### src/rtl/r4mul_pkg.sv
package r4mul_pkg;

   // Two-bit multiplier digit code and the multiple of x it selects
   typedef enum logic [1:0] {
      DIG_ZERO  = 2'b00,
      DIG_ONE   = 2'b01,
      DIG_TWO   = 2'b10,
      DIG_THREE = 2'b11
   } digit_e;

   // Summation variants for the partial-product adder
   localparam int SUM_CHAIN = 0;
   localparam int SUM_SPLIT = 1;

   // Number of two-bit digits in an operand of width n
   function automatic int digit_count(input int n);
      return n / 2;
   endfunction

endpackage

### src/rtl/r4mul_triple.sv
module r4mul_triple #(
   parameter int N = 4
) (
   input  logic [N-1:0] mcand,
   output logic [N+1:0] triple
);
   localparam int W = N + 2;

   logic [W-1:0] once_v;
   logic [W-1:0] twice_v;

   assign once_v  = W'(mcand);
   assign twice_v = {1'b0, mcand, 1'b0};
   assign triple  = once_v + twice_v;

   always_comb begin
      AST_TRIPLE_LSB: assert (triple[0] == mcand[0])
         else $error("triple low bit differs from multiplicand low bit");
      AST_TRIPLE_FLOOR: assert (triple >= twice_v)
         else $error("triple smaller than double, carry lost");
   end

endmodule

### src/rtl/r4mul_digit_sel.sv
module r4mul_digit_sel
   import r4mul_pkg::*;
#(
   parameter int N = 4
) (
   input  logic [1:0]   code,
   input  logic [N-1:0] mcand,
   input  logic [N+1:0] triple,
   output logic [N+1:0] pp
);
   localparam int W = N + 2;

   always_comb begin
      unique case (digit_e'(code))
         DIG_ZERO:  pp = '0;
         DIG_ONE:   pp = W'(mcand);
         DIG_TWO:   pp = {1'b0, mcand, 1'b0};
         DIG_THREE: pp = triple;
         default:   pp = '0;
      endcase
   end

   always_comb begin
      AST_SEL_BOUND: assert (pp <= triple)
         else $error("selected multiple exceeds shared triple");
      if (code[0] == 1'b0) begin
         AST_SEL_EVEN: assert (pp[0] == 1'b0)
            else $error("even digit produced odd multiple");
      end
   end

endmodule

### src/rtl/r4mul_accum.sv
module r4mul_accum
   import r4mul_pkg::*;
#(
   parameter int PW   = 8,
   parameter int G    = 2,
   parameter int MODE = SUM_CHAIN
) (
   input  logic [G-1:0][PW-1:0] terms,
   output logic [PW-1:0]        total
);

   generate
      if (MODE == SUM_CHAIN) begin : g_chain
         always_comb begin
            total = '0;
            for (int k = 0; k < G; k++) begin
               total = total + terms[k];
            end
         end
      end else if (MODE == SUM_SPLIT) begin : g_split
         logic [PW-1:0] even_sum;
         logic [PW-1:0] odd_sum;
         always_comb begin
            even_sum = '0;
            odd_sum  = '0;
            for (int k = 0; k < G; k++) begin
               if ((k % 2) == 0) even_sum = even_sum + terms[k];
               else              odd_sum  = odd_sum  + terms[k];
            end
         end
         assign total = even_sum + odd_sum;
      end else begin : g_bad_mode
         $error("r4mul_accum: MODE must be SUM_CHAIN or SUM_SPLIT");
      end
   endgenerate

   always_comb begin
      for (int k = 0; k < G; k++) begin
         AST_ACC_NO_WRAP: assert (total >= terms[k])
            else $error("sum smaller than one of its terms");
      end
   end

endmodule

### src/rtl/radix4_mux_mult.sv
module radix4_mux_mult
   import r4mul_pkg::*;
#(
   parameter int N        = 4,
   parameter int SUM_MODE = SUM_CHAIN
) (
   input  logic [N-1:0]   x_i,
   input  logic [N-1:0]   y_i,
   output logic [2*N-1:0] p_o
);
   localparam int G  = digit_count(N);
   localparam int PW = 2 * N;
   localparam logic [PW-1:0] ALL_ONES = PW'({N{1'b1}});
   localparam logic [PW-1:0] MAX_PROD = ALL_ONES * ALL_ONES;

   generate
      if (N < 2 || (N % 2) != 0) begin : g_bad_width
         $error("radix4_mux_mult: N must be even and at least 2");
      end
      if (SUM_MODE != SUM_CHAIN && SUM_MODE != SUM_SPLIT) begin : g_bad_sum
         $error("radix4_mux_mult: unknown SUM_MODE");
      end
   endgenerate

   logic [N+1:0]        triple;
   logic [G-1:0][PW-1:0] terms;

   // single shared 3x adder
   r4mul_triple #(.N(N)) u_triple (
      .mcand  (x_i),
      .triple (triple)
   );

   generate
      for (genvar k = 0; k < G; k++) begin : g_digit
         logic [N+1:0] pp;

         r4mul_digit_sel #(.N(N)) u_sel (
            .code   (y_i[2*k+1:2*k]),
            .mcand  (x_i),
            .triple (triple),
            .pp     (pp)
         );

         assign terms[k] = PW'(pp) << (2 * k);

         if (k > 0) begin : g_align_chk
            localparam logic [PW-1:0] LOW_MASK = (PW'(1) << (2 * k)) - PW'(1);
            always_comb begin
               AST_TERM_ALIGN: assert ((terms[k] & LOW_MASK) == '0)
                  else $error("digit term has bits below its weight");
            end
         end
      end
   endgenerate

   r4mul_accum #(.PW(PW), .G(G), .MODE(SUM_MODE)) u_accum (
      .terms (terms),
      .total (p_o)
   );

   always_comb begin
      AST_PROD_BOUND: assert (p_o <= MAX_PROD)
         else $error("product above largest possible value");
      if (x_i == '0 || y_i == '0) begin
         AST_PROD_ZERO: assert (p_o == '0)
            else $error("zero operand gave nonzero product");
      end
      if (y_i == N'(1)) begin
         AST_PROD_UNITY: assert (p_o == PW'(x_i))
            else $error("multiplier of one altered multiplicand");
      end
   end

endmodule

### config.mk
export PLATFORM = sky130hd
export DESIGN_NAME = radix4_mux_mult
export DESIGN_NICKNAME = d
export VERILOG_FILES = /design/src/rtl/r4mul_pkg.sv /design/src/rtl/r4mul_triple.sv /design/src/rtl/r4mul_digit_sel.sv /design/src/rtl/r4mul_accum.sv /design/src/rtl/radix4_mux_mult.sv
export SDC_FILE = /design/constraint.sdc
export NUM_CORES = 1
export LEC_CHECK = 0
export ABC_CLOCK_PERIOD_IN_PS = 2700
export BUFFER_PORTS_ARGS = -buffer_cell sky130_fd_sc_hd__clkbuf_2
export CAP_MARGIN = 20
export CELL_PAD_IN_SITES_DETAIL_PLACEMENT = 0
export CELL_PAD_IN_SITES_GLOBAL_PLACEMENT = 1
export CORE_MARGIN = 2
export CORE_UTILIZATION = 36
export DETAILED_ROUTE_END_ITERATION = 6
export PLACE_DENSITY = 0.89
export RECOVER_POWER = 50
export REMOVE_ABC_BUFFERS = 1
export SYNTH_ARGS = -nofsm -noshare
export SYNTH_HDL_FRONTEND = slang
export SYNTH_SLANG_ARGS = --single-unit
### constraint.sdc
create_clock -name vclk -period 2.7
set_input_delay 0.27 -clock vclk [all_inputs]
set_output_delay 0.27 -clock vclk [all_outputs]
set_load 0.05 [all_outputs]
# After elaboration in Yosys (flattened, before gate mapping)
# Cells that the tools add are included.
word_totals:
  register_bits: 0
  latchBits: 0
  ramBits: 0
  romBits: 0
  inputBits: 8
  output_inout_bits: 8
  wordCells: 12
  mem_count: 0
op_classes:
  add_sub_neg: 2
  n_mul: 0
  div: 0
  n_lt_le_gt_ge: 0
  eq_ne: 6
  shifts: 0
  n_mux: 2
  n_bitwise: 0
  n_reduce_logical: 2
ops:
  columns: ["cell", "n"]
  rows:
  - ["6-bit one-hot mux with 4 select lines", 2]
  - ["6-bit by 8-bit adder with 8-bit output", 1]
  - ["2-bit == test (second input constant)", 4]
  - ["4-bit by 5-bit adder with 6-bit output", 1]
  - ["2-bit by 1-bit == test with 1-bit output (second input constant)", 2]
  - ["2-bit logical NOT", 2]

# Depth between registers and ports, before layout
logic_depth:
  ltp_word: 3
  mapped_depth: 11
  ltp_nobuf: 11

# Modules after synthesis
# Synthesis repeated with hierarchy kept, for this count alone.
hier_totals:
  hier_cells: 86
  area_unflattened_um2: 725.7
modules_own_cells:
  columns: ["module", "n_inst", "cells_per_inst", "area_each_um2", "seq_area_each_um2"]
  rows:
  - ["r4mul_accum", 1, 42, 331.6, 0.0]
  - ["r4mul_digit_sel", 2, 13, 120.1, 0.0]
  - ["r4mul_triple", 1, 17, 150.1, 0.0]
  - ["radix4_mux_mult", 1, 1, 3.8, 0.0]

# Worst setup path after synthesis
# No wires, ideal clock.
synth_timing:
  kind: "input port to output port"
  from: "in x_i[0]"
  to: "out p_o[6]"
  t_arrival_ns: 2.967
  t_required_ns: 2.430
  setup_slack_ns: -0.537
  stages: 11
  path_buffers: 0
  cell_sequence: "ha_1 -> fa_1 -> mux2_2 -> a22o_1 -> ha_1 -> inv_1 -> fa_1 -> inv_1 -> a21o_1 -> a21oi_1 -> xnor2_1"
synth_via:
  elab_chain_len: 3
  word_cells_on_any_way: 4
  classes_between: "add/sub (2); mux (2)"
synth_rtl:
  columns: ["item", "line_no", "source"]
  rows:
  - ["from (decl)", "radix4_mux_mult.sv:7", "input logic [N-1:0] x_i,"]
  - ["4-bit by 5-bit adder with 6-bit output", "r4mul_triple.sv:14", "assign triple = once_v + twice_v;"]
  - ["6-bit one-hot mux with 4 select lines", "r4mul_digit_sel.sv:14", "unique case (digit_e'(code))"]
  - ["6-bit by 8-bit adder with 8-bit output *", "r4mul_accum.sv:17", "total = total + terms[k];"]
  - ["to (decl)", "radix4_mux_mult.sv:9", "output logic [2*N-1:0] p_o"]
# Every way passes the cells marked *; elsewhere a longest branch is shown, timed or not.

# Final worst setup path
layout_timing:
  from: "in x_i[0]"
  to: "out p_o[7]"
# Same word-level chain as after synthesis.

==> metrics.md <==
| Metric | Value |
|---|---|
| Die W | `43.1 µm` |
| CP Buf/Inv Count | `3` |
| First-pass GRT wire length | `2.82 mm` |
| Run status | `finished with violations` |
| # IOs | `16` |
| Library cells used by synthesis | `27` |
| Crit path required time | `2430 ps` |
| GP Congestion | `0.764` |
| Worst hold path cell count | `3` |
| Largest net degree at the start of global routing | `10` |
| # diodes | `0` |
| Crit share post-route | `108%` |
| CLK BUF | `0` |
| Commonest cells in the synthesized netlist | `8 x ha_1, 6 x inv_1, 6 x xnor2_1` |
| Hold Crit Class | `input port to output pin` |
| Cell with the most instances after synthesis | `ha_1` |
| Reg area | `0 µm²` |
| Cell area after synthesis | `551 µm²` |
| Share of layout cells above drive strength 1 | `55.7%` |
| First-pass detailed-route iteration total | `4` |
| Drt via density | `5.37` |
| Nets | `126` |
| Routed via count | `655` |
| Post-DP HPWL | `1.19 mm` |
| Place WS | `-330 ps` |
| Setup-failing EPs final | `3` |
| VDD IR max | `159 µV` |
| Fin crit period | `2920 ps` |
| Gr usage total | `19.1%` |
| Crit path launch type | `input port` |
| Synthesis-to-layout area growth | `83.6%` |
| Power per cell area | `335 nW/µm²` |
| Drt drc | `0` |
| Total gr overflow | `0` |
| Vias in the first global route | `648` |
| Critical Path Max Stage Delay | `370 ps` |
| Synth area leader | `ha_1` |
| Slack of the critical path | `-217 ps` |
| IO Port Bufs | `16` |
| Crit path max fanout | `2` |
| CP Capture Type | `output pin` |
| Initial antenna violation count | `0` |
| Non-Filler Instances | `122` |
| Fin Hold WS | `1150 ps` |
| Chip Height | `43.1 µm` |
| Die area | `1860 µm²` |
| Slowest CP cell | `fa_2` |
| Initial core utilization | `37.4%` |
| Total of max-cap violations | `0` |
| DP Cell Count | `118` |
| Ranking of synthesized cells by area | `ha_1 18%, xnor2_1 9.5%, a22o_1 8.0%, fa_1 7.3%, mux2_2 6.1%` |
| Unrepaired setup endpoints after global routing | `true` |
| Critical Path AT | `2650 ps` |
| Hold endpoint | `p_o[0]` |
| FF+latch count | `0` |
| Average footprint of a synthesized cell | `7.86 µm²` |
| Count of final max-slew check failures | `0` |
| Rel. slew slack | `60.8%` |
| Sequential element share of the synthesized area | `0%` |
| Least-Margin Pin Slew | `591 ps` |
| Rows | `14` |
| DRT Wirelength | `1.76 mm` |
| Initial DRC count | `21` |
| DR WL/cell | `14.4 µm` |
| Critical Setup Path Class | `input port to output pin` |
| CP top delay family | `compound AO/OA/AOI/OAI gates` |
| Failing checks | `negative setup slack` |
| Final ANT Viol Nets | `0` |
| Critical Path, Cell by Cell | `buf_8 -> ha_4 -> fa_2 -> xnor2_2 -> buf_4 -> nand2_2 -> o21ai_2 -> a22o_1 -> ha_1 -> o21ai_1 -> o21bai_1 -> a31oi_1 -> a41o_1 -> buf_12` |
| Final Hold Viols | `0` |
| Fill cells | `119` |
| CTS Hold Buffers Added | `0` |
| Worst Hold Launch | `y_i[0]` |
| Post-Syn Instances | `70` |
| CORE AREA | `1470 µm²` |
| Lkg Pwr | `0.505 nW` |
| Synth top area share | `18.2%` |
| Max frequency | `343 MHz` |
| Yosys warnings | `0` |
## cell usage in the layout (no fill, tap or decap), types with 2 or more instances in the layout
cell type	instances
and2_1	3
ha_1	3
xnor2_1	4
buf_8	3
a22oi_1	2
clkbuf_2	7
nand2_1	4
clkbuf_1	2
buf_4	20
o21ai_2	2
inv_1	5
mux2_2	2
ha_4	4
buf_6	3
a22o_1	5
o21ai_0	2
a21oi_2	2
a21o_1	3
nor2b_1	2
fa_2	2
nand3_1	3
clkbuf_8	2
## how the worst max path moves through the flow
stage | start | to | slack, ps | depth (start not counted)
6_report | x_i[0] | p_o[7] | -220 | 14
5_1_grt | x_i[0] | p_o[7] | -290 | 14
4_1_cts | x_i[1] | p_o[6] | -250 | 13
3_5_place_dp | x_i[0] | p_o[6] | -330 | 13
3_3_place_gp | x_i[0] | p_o[6] | -290 | 13
2_1_floorplan | x_i[0] | p_o[6] | -540 | 11
## area by class of cell
cell class,instances,area (µm²),area share [%]
inverter,6,22.5,2.23
timing repair buffer,39,352,34.8
multi-input combinational,61,617,61.0
tap,16,20.0,1.98
## where the power goes
| group | internal, W | switching, W | total, W |
|---|---|---|---|
| registers | 0 | 0 | 0 |
| logic | 0.000166 | 0.000172 | 0.000338 |
| clock network | 0 | 0 | 0 |
## cells by family (layout without fill, tap and decap cells)
| logic type | Yosys count | count (layout) | share of synthesized area (%) |
|---|---|---|---|
| compound gates | 24 | 24 | 30.9 |
| xor+xnor | 6 | 6 | 9.55 |
| fa+ha+maj | 10 | 10 | 25.5 |
| mux | 4 | 4 | 7.95 |
| simple gates | 17 | 17 | 17.3 |
| buf+inv | 9 | 45 | 8.86 |
## metal layers
| metal | track usage (%) | vias to the layer above | share of wire (%) |
|---|---|---|---|
| met1 | 22.7 | 306 | 39 |
| met2 | 36.7 | 17 | 57 |
| met3 | 0.426 | 2 | 1.9 |
| li1 | - | 330 | - |
| met5 | 0 | - | 0 |
| met4 | 4.85 | 0 | 2.0 |
## through the flow
stage                     area, µm²  util [%]  setup TNS (ps)  total power (W)
final                          1010      68.7            -434         0.000338
after detailed placement        797      54.2           -1190         0.000253
after global placement          797      54.2            -850         0.000246
after CTS                       927      63.0            -664         0.000306
after global routing           1010      68.7            -718         0.000359
after floorplan                 524         -           -1130         0.000160
## repair_timing
item / CTS / global route
pin swaps: 13 / 10
buffers inserted: 2 / 3
hold endpoints to repair: 0 / 0
endpoints found under the setup margin: 5 / 5
gates resized for setup: 22 / 20
Power figures use the tool's default switching activity.
